[config.mk]
export PLATFORM = sky130hd
export DESIGN_NAME = ctr_channel
export DESIGN_NICKNAME = d
export VERILOG_FILES = /design/src/rtl/ctr_channel.sv
export SDC_FILE = /design/constraint.sdc
export NUM_CORES = 1
export LEC_CHECK = 0
export ABC_CLOCK_PERIOD_IN_PS = 4300
export BUFFER_PORTS_ARGS = -buffer_cell sky130_fd_sc_hd__buf_2
export CORE_MARGIN = 3
export CORE_UTILIZATION = 30
export DETAILED_ROUTE_END_ITERATION = 16
export PLACE_DENSITY = 0.56
export SLEW_MARGIN = 20
export SYNTH_ARGS = -nofsm -noshare
export SYNTH_HDL_FRONTEND = slang
export SYNTH_SLANG_ARGS = --single-unit
[constraint.sdc]
create_clock -name clk -period 4.3 [get_ports clk]
set_input_delay 0 -clock clk [delete_from_list [all_inputs] [get_ports clk]]
set_output_delay 0 -clock clk [all_outputs]
set_load 0.01 [all_outputs]
[src/rtl/ctr_channel.sv]
module ctr_channel #(
  parameter int CW = 32
) (
  input  logic          clk,
  input  logic          rst_n,
  input  logic          mode_wr,
  input  logic [7:0]    mode_byte,
  input  logic          pre_wr,
  input  logic          pre_idx,
  input  logic [CW-1:0] pre_val,
  input  logic          soft_pre,
  input  logic          soft_lat,
  input  logic          cnt_step,
  input  logic          cnt_up,
  input  logic          index_in,
  output logic [15:0]   mode_o,
  output logic [CW-1:0] count_o,
  output logic          bit32_o,
  output logic [CW-1:0] latch_o,
  output logic          enabled_o,
  output logic          out_pin_o
);
  localparam logic [CW-1:0] CMAX = '1;
  localparam logic [CW-1:0] ONE  = CW'(1);

  logic [7:0]    lo_q;
  logic          phase_q, cfg_q;
  logic [15:0]   mode_q;
  logic          idx_q;
  logic [CW-1:0] cnt_q, pre0_q, pre1_q, lat_q;
  logic          b32_q, en_q, wrap_q, ptr_q;

  wire commit = mode_wr & phase_q;

  wire       run = mode_q[15];
  wire [1:0] om  = mode_q[14:13];
  wire       xp  = mode_q[12];
  wire [1:0] pl  = mode_q[11:10];
  wire       lat = mode_q[9];
  wire       cet = mode_q[8];
  wire       op  = mode_q[7];
  wire [1:0] cd  = mode_q[3:2];
  wire       plm = mode_q[1];

  wire idx_p = index_in ^ xp;
  wire lead  = idx_p & ~idx_q;
  wire trail = ~idx_p & idx_q;

  wire [CW-1:0] nxt  = cnt_up ? cnt_q + ONE : cnt_q - ONE;
  wire wrap_w        = cnt_up ? (cnt_q == CMAX) : (cnt_q == '0);
  wire step_raw      = run & en_q & cnt_step;
  wire ext_pre       = run & (soft_pre | ((pl == 2'd1) & lead));
  wire zero_hit      = step_raw & (nxt == '0) & ~ext_pre;
  wire pre_fire      = ext_pre | ((pl == 2'd2) & zero_hit);
  wire [CW-1:0] psel = (plm & ptr_q) ? pre1_q : pre0_q;
  wire lat_fire      = run & (soft_lat | (lat & lead));
  wire dis           = ((cd == 2'd1) & trail & en_q) | ((cd == 2'd2) & zero_hit);
  wire arm           = (cfg_q & ~cet) | (cet & lead);

  always_ff @(posedge clk or negedge rst_n) begin
    if (!rst_n) begin
      lo_q    <= '0;
      phase_q <= 1'b0;
      mode_q  <= '0;
      cfg_q   <= 1'b0;
    end else begin
      cfg_q <= commit;
      if (mode_wr) begin
        if (!phase_q) begin
          lo_q    <= mode_byte;
          phase_q <= 1'b1;
        end else begin
          mode_q  <= {mode_byte, lo_q};
          phase_q <= 1'b0;
        end
      end
    end
  end

  always_ff @(posedge clk or negedge rst_n) begin
    if (!rst_n) idx_q <= 1'b0;
    else        idx_q <= idx_p;
  end

  always_ff @(posedge clk or negedge rst_n) begin
    if (!rst_n) begin
      pre0_q <= '0;
      pre1_q <= '0;
    end else if (pre_wr) begin
      if (pre_idx) pre1_q <= pre_val;
      else         pre0_q <= pre_val;
    end
  end

  always_ff @(posedge clk or negedge rst_n) begin
    if (!rst_n)        lat_q <= '0;
    else if (lat_fire) lat_q <= cnt_q;
  end

  always_ff @(posedge clk or negedge rst_n) begin
    if (!rst_n) begin
      cnt_q  <= '0;
      b32_q  <= 1'b0;
      en_q   <= 1'b0;
      wrap_q <= 1'b0;
      ptr_q  <= 1'b0;
    end else if (!run) begin
      cnt_q  <= '0;
      b32_q  <= 1'b0;
      en_q   <= 1'b0;
      wrap_q <= 1'b0;
      ptr_q  <= 1'b0;
    end else begin
      if (pre_fire)      cnt_q <= psel;
      else if (step_raw) cnt_q <= nxt;
      if (zero_hit) b32_q <= ~b32_q;
      wrap_q <= step_raw & wrap_w & ~ext_pre;
      if (dis)      en_q <= 1'b0;
      else if (arm) en_q <= 1'b1;
      if (pre_fire & plm) ptr_q <= ~ptr_q;
    end
  end

  logic src;
  always_comb begin
    case (om)
      2'd0:    src = cnt_q[CW-1];
      2'd1:    src = b32_q;
      2'd2:    src = (cnt_q == '0);
      default: src = wrap_q;
    endcase
  end

  assign out_pin_o = src ^ op;
  assign mode_o    = mode_q;
  assign count_o   = cnt_q;
  assign bit32_o   = b32_q;
  assign latch_o   = lat_q;
  assign enabled_o = en_q;

  assert_halt_clears_R2: assert property (@(posedge clk) disable iff (!rst_n)
    !run |=> (cnt_q == '0 && !b32_q && !en_q && !ptr_q));

  assert_wrap_lands_R4: assert property (@(posedge clk) disable iff (!rst_n)
    (wrap_q && !$past(pre_fire)) |-> (cnt_q == '0 || cnt_q == CMAX));

  assert_b32_on_zero_R5: assert property (@(posedge clk) disable iff (!rst_n)
    ($past(run) && !$stable(b32_q)) |-> $past(zero_hit));

  assert_latch_on_trig_R9: assert property (@(posedge clk) disable iff (!rst_n)
    !$stable(lat_q) |-> $past(lat_fire));

  assert_enable_source_R10: assert property (@(posedge clk) disable iff (!rst_n)
    $rose(en_q) |-> ($past(cfg_q) || $past(lead)));
endmodule

==> flow_metrics.tcl <==
set metrics [dict create \
    cp_num_buf_inv 3 \
    arrival_ns 4.43 \
    ys_types 75 \
    worstSetupPathType "flip-flop to flip-flop" \
    clkTransAtPathRegs_ns 0.08 \
    avgSynthCellArea_um2 10.83 \
    critPathLaunch "count_o[1]" \
    pwr-share-seq 0.311 \
    path_depth 14 \
    relSlewSlack 0.3062 \
    r2r-end "count_o[0]" \
    r2r_setup_slack_ns 0.17 \
    fp.coreArea_um2 29870 \
    grtUsageMet3 0.03714 \
    maxSlewViolCount 0 \
    postCtsSetupBuffers 0 \
    numCtsBuffers 17 \
    setup_ws_ns 0.1658 \
    synth_ff_type "dfrtp_1" \
    gp_congestion 0.9708 \
    slowest_stage "or4_1" \
    ys_seq_area_frac 0.4351 \
    grt_remaining_overflow 0 \
    die_h_um 180.6 \
    final_common_cell "dfrtp_1" \
    cp-endpoint "count_o[0]" \
    dp_hpwl_um 22360 \
    busiest_layer "met2" \
    place_ws_ns 0.1916 \
    die_x_um 180.6 \
    critical_path.cell_chain "ha_1 > a211oi_2 > nor3b_2 > o31ai_4 > o32ai_1 > o41ai_1 > buf_4 > xnor2_1 > or4_1 > buf_4 > nor4_1 > buf_4 > nor2b_1 > mux2i_1" \
    drive_gt1_frac 0.3562 \
    grt_use_met2 0.2822 \
    synth_seq_cells 159 \
    power.switching_mw 3.155 \
    period_needed_ns 4.134 \
    swShare 0.4253 \
    fp-row-count 63 \
    fin_crit_sh 0.9614 \
    synth_top_cell_area_share 0.4351 \
    ctsRootBufferMaster "clkbuf_16" \
    cts_tree "done" \
    cpMostUsedCell "buf_4" \
    grt_usage 0.1805 \
    rsz0062_at_grt "false" \
    clockBufferDepth 2 \
    port_buffers 132 \
    fin_area_um2 11550 \
    synth_nets 926 \
    via_count 7755 \
    netlist_instances 844 \
    grtUsageMet1 0.2557 \
    syn_to_final_growth_pct 26.37 \
    pwr-share-comb 0.499 \
    fillerInstances 2939 \
    p_clk_frac 0.190 \
    wirelength_um 29690 \
    ant_nets 0 \
    end_kind "flip-flop" \
    fin_worst_skew_ns 0.01846 \
    drtIter0Drc 599 \
    clock_sinks 159 \
    required_ns 4.60 \
    cp_top_family "compound AO/OA/AOI/OAI gates" \
    routed_via_density 5.334 \
    io_pins 133 \
    cp_max_fo 7 \
    critPathLaunchType "flip-flop" \
    rr_startpoint "count_o[1]" \
    tns_ns 0 \
    ff_latch_area_um2 3980 \
    slowest_delay_ns 0.56 \
    total_power_mw 7.418 \
    clkLatencyLatePin_ns 0.44 \
    synth_area_um2 9144 \
    setup_viol 0 \
    start_util 0.3061 \
    grt_first_pass_wirelength_um 46000 \
    multi_input_area_um2 4971 \
    drc_errors 0 \
    wl_per_cell_um 20.42 \
    synth_warnings 0 \
    intPower_mw 4.263 \
    n_antenna_cell 0 \
    ir_drop_mv 0.2909 \
    htreeDepth 4 \
    p_leak_nw 5.308 \
    synth_top_cells_by_area "dfrtp_1 (44%), mux2_2 (17%), ha_1 (4.2%)" \
    synth_top_cell_by_area "dfrtp_1" \
    firstDrtPassIters 5 \
    synth_edf_count 0 \
    placed_cell_area_um2 10570 \
    cap_violations 0 \
    hold_violations 0 \
    finish.net_count 1134 \
    async_reset_ff_frac 1.000 \
    worst_slew_pin_slew_ns 1.037 \
    grt_max_degree 103 \
    hp-class "primary input to flip-flop" \
    powerDensity_nw_per_um2 642.0 \
    final_cell_mix "dfrtp_1 (158), mux2_2 (134), buf_2 (131)" \
    max_freq_mhz 241.9 \
    antenna_found_initial 0 \
    outcome "completed" \
    r2r_cells 14 \
    dieArea_um2 32610 \
    grt_pass1_vias 7719 \
]
metal layers:
metal	up-vias	part of all wire	wire, um
met5	-	0	0
met4	0	0.015	450
met3	35	0.067	1991
met2	257	0.46	13510
met1	3856	0.46	13740
li1	3607	-	-
logic make-up (layout without fill, tap and decap cells):
logic type                 after synthesis  after routing  synth area share
adders and majority gates               32             32           0.04461
DFF                                    159            159            0.4351
muxes                                  163            163            0.1981
xor gates and xnor gates                22             22           0.02107
buffers and inverters                   52            272           0.02285
and+or+nand+nor                        217            217            0.1229
AOI/OAI and AO/OA                      199            199            0.1553
worst min path at each step:
stage                  endpoint  slack [ns]  startpoint  depth (start not counted)
floorplan               bit32_o       -0.30       rst_n                          0
CTS                 count_o[18]        0.03    cnt_step                          3
detailed placement  latch_o[30]        0.19       rst_n                          1
finish              count_o[18]        0.07    cnt_step                          3
global route        count_o[18]        0.05    cnt_step                          3
global placement    latch_o[30]        0.18       rst_n                          1
Yosys cell counts, types with 4 or more instances:
cell and n:
nand3_1 14, o21bai_1 5, xnor2_1 14, a31oi_1 4
xor2_1 8, and2_1 6, nand2b_1 6, o21ai_0 47
clkbuf_1 28, dfrtp_1 159, and4_1 6, mux2i_1 28
o211ai_1 11, nor3_1 15, mux2_2 134, a21oi_1 46
a21o_1 8, o22ai_1 15, nor4_1 17, or3_1 7
a211oi_1 7, o21a_1 4, o211ai_2 10, ha_1 31
nand4_1 15, buf_1 8, nor2b_1 5, nor2_1 30
nand2_1 73, a311oi_1 4, a2111oi_0 4, or2_2 4
inv_1 12
state kept, by name (all words and copies together) (netlist names):
| name | count |
|---|---|
| bit32_o | 1 |
| cfg_q | 1 |
| count_o | 32 |
| enabled_o | 1 |
| idx_q | 1 |
| latch_o | 32 |
| lo_q | 8 |
| mode_o | 16 |
| phase_q | 1 |
| pre0_q | 32 |
| pre1_q | 32 |
| ptr_q | 1 |
| wrap_q | 1 |
final cells by class:
class                           count  area share
Timing Repair Buffer              229      0.1324
Inverter                           12    0.003898
Clock inverter                     13    0.009637
Multi-Input combinational cell    633      0.4302
Clock buffer                       18     0.03714
Sequential cell                   159      0.3445
Tap cell                          390     0.04223
power groups by stage:
stage / clock, mW / combinational, mW / sequential [mW]
2_1_floorplan: 0 / 2.07 / 2.42
3_3_place_gp: 0 / 3.61 / 2.32
3_5_place_dp: 0 / 3.61 / 2.33
4_1_cts: 1.45 / 3.67 / 2.30
5_1_grt: 1.52 / 3.99 / 2.36
6_report: 1.41 / 3.70 / 2.31
worst reg2reg max path: cells and delay by family, from the launching register on:
family / cells / cell delay (ns)
AOI/OAI and AO/OA: 4 / 1.42
xor gates and xnor gates: 1 / 0.07
adders and majority gates: 1 / 0.34
buffers and inverters: 3 / 0.55
DFF: 1 / 0.46
muxes: 1 / 0.12
and+or+nand+nor: 4 / 1.05
stage by stage:
| stage | hold slack (ns) | std cells | util |
|---|---|---|---|
| floorplan | -0.2956 | 844 | - |
| global placement | 0.1816 | 1379 | 0.3537 |
| detailed placement | 0.1891 | 1379 | 0.3537 |
| CTS | 0.03307 | 1454 | 0.3866 |
| global route | 0.05006 | 1454 | 0.3868 |
| finish | 0.06509 | 1454 | 0.3868 |
what timing repair did:
item / CTS / global route
endpoints found under the setup margin: 0 / 15
endpoints found under the hold margin: 183 / 0
resized for setup: 0 / 2
hold buffers: 44 / 0
(Power assumes the default switching activity.)
